File: src/rtl/cfg_dma_pkg.sv
package cfg_dma_pkg;

    // Control word bit positions (fixed by the descriptor format)
    localparam int CTL_ERR_BIT  = 0;
    localparam int CTL_RD_BIT   = 1;
    localparam int CTL_SKIP_BIT = 2;
    localparam int CTL_SEL_BIT  = 3;
    localparam int CTL_KEY_LSB  = 16;

    // Descriptor geometry, big-endian, bytes
    localparam int DESC_BYTES   = 16;
    localparam int DESC_W       = DESC_BYTES * 8;
    localparam int STAT_BYTES   = 4;
    localparam int DESC_CTL_LSB = 96;
    localparam int DESC_LEN_LSB = 64;
    localparam int DESC_TGT_LSB = 0;

    typedef enum logic [2:0] {
        ST_IDLE,
        ST_START,
        ST_FETCH,
        ST_SEL,
        ST_MOVE,
        ST_WB
    } seq_state_e;

    typedef enum logic [1:0] {
        MV_NONE,
        MV_READ,
        MV_SKIP
    } move_kind_e;

endpackage

File: src/rtl/cfg_item_store.sv
module cfg_item_store #(
    parameter int NUM_ITEMS = 8,
    parameter int LEN_STEP  = 4,
    parameter int KEY_W     = 16,
    parameter int OFF_W     = 32
) (
    input  logic             clk,
    input  logic             rst_n,
    input  logic             sel_en,
    input  logic [KEY_W-1:0] sel_key,
    input  logic             adv_en,
    input  logic [OFF_W-1:0] adv_amt,
    output logic [OFF_W-1:0] bytes_left,
    output logic [7:0]       cur_byte
);

    localparam int IDX_W = (NUM_ITEMS > 1) ? $clog2(NUM_ITEMS) : 1;

    typedef struct packed {
        logic [KEY_W-1:0] key;
        logic [OFF_W-1:0] off;
    } store_t;

    store_t s_d, s_q;

    // Length table, one entry per item
    logic [OFF_W-1:0] len_tab [NUM_ITEMS];

    for (genvar g = 0; g < NUM_ITEMS; g++) begin : g_len
        assign len_tab[g] = OFF_W'(g * LEN_STEP);
    end

    logic             key_ok;
    logic [IDX_W-1:0] idx;
    logic [OFF_W-1:0] item_len;

    assign key_ok   = (32'(s_q.key) < NUM_ITEMS);
    assign idx      = IDX_W'(s_q.key);
    assign item_len = key_ok ? len_tab[idx] : '0;

    assign bytes_left = (s_q.off < item_len) ? (item_len - s_q.off) : '0;
    assign cur_byte   = {s_q.key[3:0], 4'h0} + s_q.off[7:0];

    always_comb begin
        s_d = s_q;
        if (sel_en) begin
            s_d.key = sel_key;
            s_d.off = '0;
        end else if (adv_en) begin
            s_d.off = s_q.off + adv_amt;
        end
    end

    always_ff @(posedge clk) begin
        if (!rst_n) begin
            s_q <= '0;
        end else begin
            s_q <= s_d;
        end
    end

    // A select always lands on offset zero
    p_sel_clears_off_r4 : assert property (@(posedge clk) disable iff (!rst_n)
        sel_en |=> (s_q.off == '0));

    // Offset never passes the end of a valid item
    p_off_in_item_r13 : assert property (@(posedge clk) disable iff (!rst_n)
        key_ok |-> (s_q.off <= item_len));

    // The sequencer only advances within the bytes that remain
    p_adv_bounded_r7 : assert property (@(posedge clk) disable iff (!rst_n)
        adv_en |-> ((adv_amt != '0) && (adv_amt <= bytes_left)));

endmodule

File: src/rtl/cfg_dma_seq.sv
module cfg_dma_seq
    import cfg_dma_pkg::*;
#(
    parameter int ADDR_W = 64,
    parameter int LEN_W  = 32,
    parameter int KEY_W  = 16
) (
    input  logic              clk,
    input  logic              rst_n,
    input  logic              trig,
    input  logic [ADDR_W-1:0] trig_addr,
    output logic              busy,
    output logic              mem_req,
    output logic              mem_we,
    output logic [ADDR_W-1:0] mem_addr,
    output logic [7:0]        mem_wdata,
    input  logic [7:0]        mem_rdata,
    input  logic              mem_ready,
    input  logic              mem_err,
    output logic              sel_en,
    output logic [KEY_W-1:0]  sel_key,
    output logic              adv_en,
    output logic [LEN_W-1:0]  adv_amt,
    input  logic [LEN_W-1:0]  bytes_left,
    input  logic [7:0]        cur_byte
);

    localparam int CNT_W   = $clog2(DESC_BYTES);
    localparam int LAST_FB = DESC_BYTES - 1;
    localparam int LAST_WB = STAT_BYTES - 1;

    typedef struct packed {
        seq_state_e        st;
        logic [ADDR_W-1:0] lat_addr;
        logic [ADDR_W-1:0] base;
        logic [DESC_W-1:0] desc;
        logic [ADDR_W-1:0] tgt;
        logic [LEN_W-1:0]  len;
        move_kind_e        kind;
        logic [CNT_W-1:0]  cnt;
        logic              err;
    } seq_t;

    seq_t q, d;

    logic [31:0]      ctl_w;
    logic [LEN_W-1:0] chunk;
    logic             have_data;

    assign ctl_w     = q.desc[DESC_CTL_LSB +: 32];
    assign have_data = (bytes_left != '0);
    assign chunk     = !have_data ? q.len :
                       ((q.len < bytes_left) ? q.len : bytes_left);

    always_comb begin
        d         = q;
        mem_req   = 1'b0;
        mem_we    = 1'b0;
        mem_addr  = '0;
        mem_wdata = '0;
        sel_en    = 1'b0;
        sel_key   = '0;
        adv_en    = 1'b0;
        adv_amt   = '0;

        unique case (q.st)
            ST_IDLE: begin
                if (trig) begin
                    d.lat_addr = trig_addr;
                    d.st       = ST_START;
                end
            end

            ST_START: begin
                d.base     = q.lat_addr;
                d.lat_addr = '0;
                d.cnt      = '0;
                d.err      = 1'b0;
                d.st       = ST_FETCH;
            end

            ST_FETCH: begin
                mem_req  = 1'b1;
                mem_addr = q.base + ADDR_W'(q.cnt);
                if (mem_ready) begin
                    if (mem_err) begin
                        d.err = 1'b1;
                        d.cnt = '0;
                        d.st  = ST_WB;
                    end else begin
                        d.desc = {q.desc[DESC_W-9:0], mem_rdata};
                        d.cnt  = q.cnt + CNT_W'(1);
                        if (q.cnt == CNT_W'(LAST_FB)) begin
                            d.st = ST_SEL;
                        end
                    end
                end
            end

            ST_SEL: begin
                sel_en  = ctl_w[CTL_SEL_BIT];
                sel_key = ctl_w[CTL_KEY_LSB +: KEY_W];
                d.tgt   = ADDR_W'(q.desc[DESC_TGT_LSB +: 64]);
                d.len   = LEN_W'(q.desc[DESC_LEN_LSB +: 32]);
                if (ctl_w[CTL_RD_BIT]) begin
                    d.kind = MV_READ;
                end else if (ctl_w[CTL_SKIP_BIT]) begin
                    d.kind = MV_SKIP;
                end else begin
                    d.kind = MV_NONE;
                    d.len  = '0;
                end
                d.st = ST_MOVE;
            end

            ST_MOVE: begin
                if (q.len == '0) begin
                    d.cnt = '0;
                    d.st  = ST_WB;
                end else begin
                    unique case (q.kind)
                        MV_READ: begin
                            mem_req   = 1'b1;
                            mem_we    = 1'b1;
                            mem_addr  = q.tgt;
                            mem_wdata = have_data ? cur_byte : 8'h00;
                            if (mem_ready) begin
                                if (mem_err) begin
                                    d.err = 1'b1;
                                    d.cnt = '0;
                                    d.st  = ST_WB;
                                end else begin
                                    d.tgt   = q.tgt + ADDR_W'(1);
                                    d.len   = q.len - LEN_W'(1);
                                    adv_en  = have_data;
                                    adv_amt = LEN_W'(1);
                                end
                            end
                        end
                        MV_SKIP: begin
                            adv_en  = have_data;
                            adv_amt = chunk;
                            d.len   = q.len - chunk;
                        end
                        default: begin
                            d.len = '0;
                        end
                    endcase
                end
            end

            ST_WB: begin
                mem_req   = 1'b1;
                mem_we    = 1'b1;
                mem_addr  = q.base + ADDR_W'(q.cnt);
                mem_wdata = (q.cnt == CNT_W'(LAST_WB)) ? {7'b0, q.err} : 8'h00;
                if (mem_ready) begin
                    d.cnt = q.cnt + CNT_W'(1);
                    if (q.cnt == CNT_W'(LAST_WB)) begin
                        d.st = ST_IDLE;
                    end
                end
            end

            default: begin
                d.st = ST_IDLE;
            end
        endcase
    end

    always_ff @(posedge clk) begin
        if (!rst_n) begin
            q      <= '0;
            q.st   <= ST_IDLE;
            q.kind <= MV_NONE;
        end else begin
            q <= d;
        end
    end

    assign busy = (q.st != ST_IDLE);

    logic unused_ctl;
    assign unused_ctl = ^{ctl_w[CTL_KEY_LSB-1:CTL_SEL_BIT+1], ctl_w[CTL_ERR_BIT]};

    // No memory traffic while idle
    p_idle_no_req_r1 : assert property (@(posedge clk) disable iff (!rst_n)
        !busy |-> !mem_req);

    // Descriptor fetch only reads, with the trigger latch already cleared
    p_fetch_reads_r2 : assert property (@(posedge clk) disable iff (!rst_n)
        (q.st == ST_FETCH) |-> (!mem_we && (q.lat_addr == '0)));

    // A trigger while busy never restarts the sequence
    p_trig_ignored_r3 : assert property (@(posedge clk) disable iff (!rst_n)
        (busy && trig && (q.st != ST_WB)) |=> (q.st != ST_START));

    // Skip steps issue no memory access
    p_skip_quiet_r8 : assert property (@(posedge clk) disable iff (!rst_n)
        ((q.st == ST_MOVE) && (q.kind == MV_SKIP)) |-> !mem_req);

    // A failed data write goes straight to status write-back
    p_err_stops_r10 : assert property (@(posedge clk) disable iff (!rst_n)
        ((q.st == ST_MOVE) && mem_req && mem_ready && mem_err) |=> (q.st == ST_WB));

    // Requests are held until accepted
    p_req_hold_r14 : assert property (@(posedge clk) disable iff (!rst_n)
        (mem_req && !mem_ready) |=> (mem_req && $stable(mem_addr)
                                     && $stable(mem_we) && $stable(mem_wdata)));

endmodule

File: src/rtl/cfg_dma_engine.sv
module cfg_dma_engine #(
    parameter int ADDR_W    = 64,
    parameter int LEN_W     = 32,
    parameter int KEY_W     = 16,
    parameter int NUM_ITEMS = 8,
    parameter int LEN_STEP  = 4
) (
    input  logic              clk,
    input  logic              rst_n,
    input  logic              trig,
    input  logic [ADDR_W-1:0] trig_addr,
    output logic              busy,
    output logic              mem_req,
    output logic              mem_we,
    output logic [ADDR_W-1:0] mem_addr,
    output logic [7:0]        mem_wdata,
    input  logic [7:0]        mem_rdata,
    input  logic              mem_ready,
    input  logic              mem_err
);

    logic             sel_en;
    logic [KEY_W-1:0] sel_key;
    logic             adv_en;
    logic [LEN_W-1:0] adv_amt;
    logic [LEN_W-1:0] bytes_left;
    logic [7:0]       cur_byte;

    cfg_dma_seq #(
        .ADDR_W (ADDR_W),
        .LEN_W  (LEN_W),
        .KEY_W  (KEY_W)
    ) u_seq (
        .clk        (clk),
        .rst_n      (rst_n),
        .trig       (trig),
        .trig_addr  (trig_addr),
        .busy       (busy),
        .mem_req    (mem_req),
        .mem_we     (mem_we),
        .mem_addr   (mem_addr),
        .mem_wdata  (mem_wdata),
        .mem_rdata  (mem_rdata),
        .mem_ready  (mem_ready),
        .mem_err    (mem_err),
        .sel_en     (sel_en),
        .sel_key    (sel_key),
        .adv_en     (adv_en),
        .adv_amt    (adv_amt),
        .bytes_left (bytes_left),
        .cur_byte   (cur_byte)
    );

    cfg_item_store #(
        .NUM_ITEMS (NUM_ITEMS),
        .LEN_STEP  (LEN_STEP),
        .KEY_W     (KEY_W),
        .OFF_W     (LEN_W)
    ) u_store (
        .clk        (clk),
        .rst_n      (rst_n),
        .sel_en     (sel_en),
        .sel_key    (sel_key),
        .adv_en     (adv_en),
        .adv_amt    (adv_amt),
        .bytes_left (bytes_left),
        .cur_byte   (cur_byte)
    );

endmodule

File: config.mk
export PLATFORM = sky130hd
export DESIGN_NAME = cfg_dma_engine
export DESIGN_NICKNAME = d
export VERILOG_FILES = /design/src/rtl/cfg_dma_pkg.sv /design/src/rtl/cfg_item_store.sv /design/src/rtl/cfg_dma_seq.sv /design/src/rtl/cfg_dma_engine.sv
export SDC_FILE = /design/constraint.sdc
export NUM_CORES = 1
export LEC_CHECK = 0
export ABC_AREA = 1
export BUFFER_PORTS_ARGS = -buffer_cell sky130_fd_sc_hd__buf_2
export CAP_MARGIN = 20
export CORE_ASPECT_RATIO = 0.6
export CORE_MARGIN = 2
export CORE_UTILIZATION = 60
export CTS_CLUSTER_SIZE = 24
export DETAILED_ROUTE_END_ITERATION = 8
export PLACE_DENSITY = 0.79
export SYNTH_ARGS = -nofsm -noshare
export SYNTH_HDL_FRONTEND = slang
export SYNTH_SLANG_ARGS = --single-unit
File: constraint.sdc
create_clock -name clk -period 14 [get_ports clk]
set_input_delay 1.4 -clock clk [delete_from_list [all_inputs] [get_ports clk]]
set_output_delay 1.4 -clock clk [all_outputs]
set_load 0.03 [all_outputs]
==> out/results.ini, run 1 <==
[critical_path]
critPathLaunchType=register
cp_top_family=simple AND/OR/NAND/NOR gates
cp_slowest_cell=nand2_1
cp_max_fo=31
cp_num_buf_inv=4
max_stage_delay_ns=0.81
worstPathRequired_ns=14.50
critPathMostFrequentCell=nand2_1
path_class=register to register
worstPathArrival_ns=7.88
cp-end-kind=register

[timing]
tightest_slew_ns=1.15
tns_ns=0
period_minus_slack_ns=7.38
fin_skew_ns=0.0275
setup_viol=0
fin_crit_sh=0.527
drv_slew=0
fmax_mhz=135
relSlewSlack=0.236
rsz0062_at_grt=false
hold_viol=0

[layout]
n_fill_cell=3458
regArea_sq_um=8210
syn2layout_area_growth_pct=10.2
drive_gt1_frac=0.106
nets=3693
n_antenna_cell=0
final_cell_mix=nand2_1, nor2_1, dfxtp_1, a21oi_1, o21ai_0
multi_input_area_sq_um=13900
instances_no_fill=4055
layout_commonest_cell=nand2_1

[logic_synthesis]
ys_ff_latch=410
ys.warnings.count=0
syn_area_sq_um=23900
ys_types=69
synth_cells=3431
synthArstFlopShare=0
synth-main-ff-cell=dfxtp_1
synth_edf_count=0
seq_area_frac_synth=0.344
avgSynthCellArea_sq_um=6.96

[routing]
wirelength_mm=79.9
wl_per_cell_microns=19.7
antenna_left=0
vias_per_cell=6.12
via_count=24800
drtPass1Iterations=6
drt_iter0_drc=3076
remaining_drc_errors=0

[clock_tree]
cts_resized=0
post_cts_buffers=0
clockBufferDepth=3
cts_max_level=2
clkLatencyLatePin_ns=0.57
cts_tree=yes
cts_buffers=40
cts_root_buf=clkbuf_16
clk_pin_slew_ns=0.07
cts.sink_count=410
cts_hold_buffers=0

[power]
vdd_drop_max_mv=0.144
p_leak_nw=10.7
p_per_area_nw_per_um2=156
finalPower_mw=4.09

[global_route]
grt_pass1_wl_mm=122
grt_overflow=0
grt_max_degree=124
grt_pass1_vias=22200
antenna_found_initial=0
grt_usage=0.374

[placed_design]
place_hpwl_mm=59.6
gp_congestion=1.01
placed_cells_incl_taps=3983
io_buffers=151

[die]
dieArea_sq_um=41500
die_h_microns=159
row_count=56
core_region_area_sq_um=39200
start_util=0.610
die_w_microns=262
io_pins=152

[min_path]
min_path_type=register to register

[run_status]
outcome=finished clean

[flow_run]
drv_cap=0

metrics by stage:
stage	worst slack [ns]	hold WS [ns]	util	cell area, sq um
floorplan	8.94	0.430	-	24000
global placement	7.12	0.438	0.636	24900
detailed placement	6.86	0.452	0.637	25000
CTS	6.79	0.462	0.672	26300
global route	5.79	0.487	0.672	26300
finish	6.62	0.459	0.672	26300
cell usage after synthesis, types with 51 or more instances:
master / n / area share
a21oi_1: 383 / 0.080
nand2_1: 488 / 0.077
inv_1: 314 / 0.049
o21ai_0: 355 / 0.074
ha_1: 109 / 0.057
nor3_1: 75 / 0.016
o22ai_1: 51 / 0.013
nor2_1: 462 / 0.073
clkbuf_1: 144 / 0.023
dfxtp_1: 410 / 0.34
xor2_1: 85 / 0.031
nand3_1: 128 / 0.027
state kept, by name, indices dropped and copies added, names as in the netlist:
signal and flops:
u_seq.ctl_w 32, u_store.s_q 45, u_store.idx 3, u_seq.q 330
cells by family (layout without fill, tap and decap cells):
group	after synthesis	in the layout	share of synthesized area
AO/OA/AOI/OAI	973	973	0.226
buffers and inverters	510	586	0.0812
flip-flops	410	410	0.344
adder cells (fa/ha/maj)	113	113	0.0605
XOR/XNOR	108	108	0.0396
other	1	27	0.000157
AND/OR/NAND/NOR	1316	1316	0.248
layer usage:
layer	share of wire	global-route usage	up-vias
met1	0.46	0.572	11600
li1	-	-	11800
met3	0.14	0.129	108
met2	0.39	0.500	1286
met5	0	0	-
met4	0.014	0.0620	0
cell type report:
type,count,area share
tap,522,0.0248
clock buffer,54,0.0427
inverter,339,0.0484
timing repair buffer,175,0.0365
multi-input combinational,2537,0.527
sequential,410,0.312
clock inverter,18,0.00918
where the power goes:
group,internal (mW),switching [mW],leakage (nW)
clock,0.660,0.496,0.666
combinational,0.413,0.950,6.75
sequential,1.37,0.205,3.33
total,2.44,1.65,10.7
path summary, 6_finish.rpt:
check / startpoint / slack, ns / end / cells after the start
setup / recovery: u_store.s_q[47] / 6.62 / u_store.s_q[28] / 46
hold / removal: u_store.s_q[31] / 0.46 / u_store.s_q[31] / 2
setup reg to reg: u_store.s_q[47] / 6.62 / u_store.s_q[28] / 46
hold reg to reg: u_store.s_q[31] / 0.46 / u_store.s_q[31] / 2
tightest hold or removal path: stages (launching register included):
cell	delay, ns
dfxtp_1	0.31
inv_1	0.05
a21oi_1	0.05
No activity file was read; power rests on OpenSTA's default activity.
==> inputs of run 2 (changes only) <==
--- a/config.mk
+++ b/config.mk
@@ -10,10 +10,10 @@
 export CAP_MARGIN = 20
 export CORE_ASPECT_RATIO = 0.6
 export CORE_MARGIN = 2
-export CORE_UTILIZATION = 60
+export CORE_UTILIZATION = 56
 export CTS_CLUSTER_SIZE = 24
 export DETAILED_ROUTE_END_ITERATION = 8
-export PLACE_DENSITY = 0.79
+export PLACE_DENSITY = 0.77
 export SYNTH_ARGS = -nofsm -noshare
 export SYNTH_HDL_FRONTEND = slang
 export SYNTH_SLANG_ARGS = --single-unit
==> constraint.sdc (replaced) <==
create_clock -name clk -period 6.3 [get_ports clk]
set_input_delay 0.63 -clock clk [delete_from_list [all_inputs] [get_ports clk]]
set_output_delay 0.63 -clock clk [all_outputs]
set_load 0.03 [all_outputs]
==> run 2 against run 1 <==
Final area is 1.1% higher. Die area up 7.0%. Non-clock buffer count rose by 14. Count of clock-buffer cells in the layout is the same. Critical path type unchanged. Final cell count increased by 1.5%.
==> out/results.ini, run 2 (same netlist as run 1, synthesis figures left out) <==
[clock_tree]
cts_max_level=2  ; unchanged
cts_tree=yes
clockBufferDepth=3  ; unchanged
cts.sink_count=410  ; unchanged
cts_root_buf=clkbuf_16
cts_hold_buffers=0  ; unchanged
clkLatencyLatePin_ns=0.59  ; +0.02 ns
clk_pin_slew_ns=0.07  ; about the same
cts_buffers=40  ; unchanged

[global_route]
grt_pass1_wl_mm=126  ; +2.9%
use_met3=0.134  ; +0.00421
use_met2=0.472  ; -0.0279
grt_overflow=0  ; unchanged
grt-busiest-layer=met1
grt_pass1_vias=22200  ; -0.14%
antenna_found_initial=2  ; +2
use_met1=0.548  ; -0.0242
grt_usage=0.358  ; -0.0154
grt_max_degree=101  ; -19%

[timing]
tightest_slew_ns=1.17  ; +0.0241 ns
relSlewSlack=0.220  ; -0.0161
fmax_mhz=171  ; +26%
period_minus_slack_ns=5.86  ; -1.52 ns
setup_viol=0  ; unchanged
fin_crit_sh=0.930  ; +0.403
holdWs_ns=0.289  ; -0.171 ns
fin_skew_ns=0.0399  ; +0.0125 ns
drv_slew=0  ; unchanged
hold_viol=0  ; unchanged

[layout]
layout_commonest_cell=nand2_1
instances_no_fill=4117  ; +1.5%
syn2layout_area_growth_pct=11.4
final_area_sq_um=26600  ; +1.1%
n_antenna_cell=0  ; unchanged
largest_register_ffs=330  ; unchanged
final_cell_mix=nand2_1, nor2_1, dfxtp_1, a21oi_1, o21ai_0
top_register=u_seq.q
nets=3707  ; +0.38%
drive_gt1_frac=0.117  ; +0.0111

[critical_path]
crit_start=u_store.s_q[46]
r2r-start=u_store.s_q[46]
cp-end-kind=register
worstPathArrival_ns=6.35  ; -1.53 ns
cp_slowest_cell=ha_1
worstPathRequired_ns=6.79  ; -7.71 ns
max_stage_delay_ns=0.36  ; -0.45 ns
cp_max_fo=30  ; -3.2%
critPathMostFrequentCell=nand2_1
critPathLaunchType=register
path_class=register to register

[die]
row_count=58  ; +3.6%
die_w_microns=271  ; +3.5%
core_region_area_sq_um=41900  ; +7.1%
dieArea_sq_um=44400  ; +7.0%
start_util=0.569  ; -0.0404
die_h_microns=164  ; +3.4%
io_pins=152  ; unchanged

[power]
p_per_area_nw_per_um2=345  ; +120%
p_leak_nw=10.8  ; +0.78%
pwr-share-clk=0.281  ; about the same
power_frac_seq=0.378  ; -0.007
p_int_mw=5.46  ; +120%
pwr-share-comb=0.341  ; +0.008
vdd_drop_max_mv=0.429  ; +200%
power.share.switching=0.406  ; +0.00225
finalPower_mw=9.19  ; +120%
switchingPower_mw=3.73  ; +130%

[min_path]
min_from=trig_addr[29]
min_path_type=input pin to register

[routing]
wl_per_cell_microns=19.9  ; +1.2%
drt_iter0_drc=3203  ; +4.1%
drtPass1Iterations=5  ; -1
vias_per_cell=6.03  ; -1.4%
antenna_left=0  ; unchanged
via_count=24800  ; +0.14%
remaining_drc_errors=0  ; unchanged
wirelength_mm=82.1  ; +2.8%

[placed_design]
io_buffers=151  ; unchanged
placed_cells_incl_taps=4037  ; +1.4%
placed_cell_area_sq_um=25000  ; +0.35%
gp_congestion=1.01  ; about the same
place_hpwl_mm=61.4  ; +3.0%

[flow_run]
drv_cap=0  ; unchanged

[run_status]
outcome=finished clean

-- run 2: cell types whose count changed in the layout (fill, tap and decap cells not counted), sizes merged --
cell / change
clkinvlp: +1
buf: +14
bufinv: -1
-- run 2: final cells by class --
class	count	area, sq um
fillers	3881	15300
clock buffers	54	1140
multi-input cells	2537	14000
inverters	339	1280
flip-flops and latches	410	8210
clock inverters	18	234
repair buffers	189	1070
well taps	570	713
-- run 2: timing repair --
item | CTS | global route
resized for setup | 0 | 33
endpoints found under the setup margin | 0 | 35
buffers inserted | 0 | 7
-- run 2: critical path: cells and delay by family (launching register included) --
kind / cells / cell delay, ns
and+or+nand+nor: 24 / 2.37
buffers and inverters: 5 / 0.68
adders and majority gates: 3 / 0.89
DFF: 1 / 0.33
AOI/OAI and AO/OA: 9 / 1.53
-- run 2: stage by stage --
step                TNS [ns]   util  worst slack [ns]
floorplan                  0      -              1.24
global placement           0  0.597             0.461
detailed placement         0  0.597             0.221
CTS                        0  0.630             0.223
global route          -0.127  0.634           -0.0489
finish                     0  0.634             0.439
-- run 2: final timing paths --
check	slack, ns	depth (start not counted)	endpoint
worst max-delay path	0.44	41	u_store.s_q[31]
worst min-delay path	0.29	3	u_seq.q[324]
worst max register to register	0.44	41	u_store.s_q[31]
worst min register to register	0.46	2	u_seq.q[125]
-- run 2: layer usage --
layer / share of wire / up-vias
met4: 0.013 / 2
li1: - / 11800
met3: 0.13 / 94
met2: 0.38 / 1213
met1: 0.47 / 11700
met5: 0.00016 / -
-- run 2: power by group through the flow --
stage | Combinational (mW) | Clock [mW] | Sequential, mW
floorplan | 2.19 | 0 | 3.37
global placement | 2.90 | 0 | 3.50
detailed placement | 2.96 | 0 | 3.51
CTS | 2.98 | 2.60 | 3.45
global route | 3.45 | 2.71 | 3.52
finish | 3.13 | 2.58 | 3.48
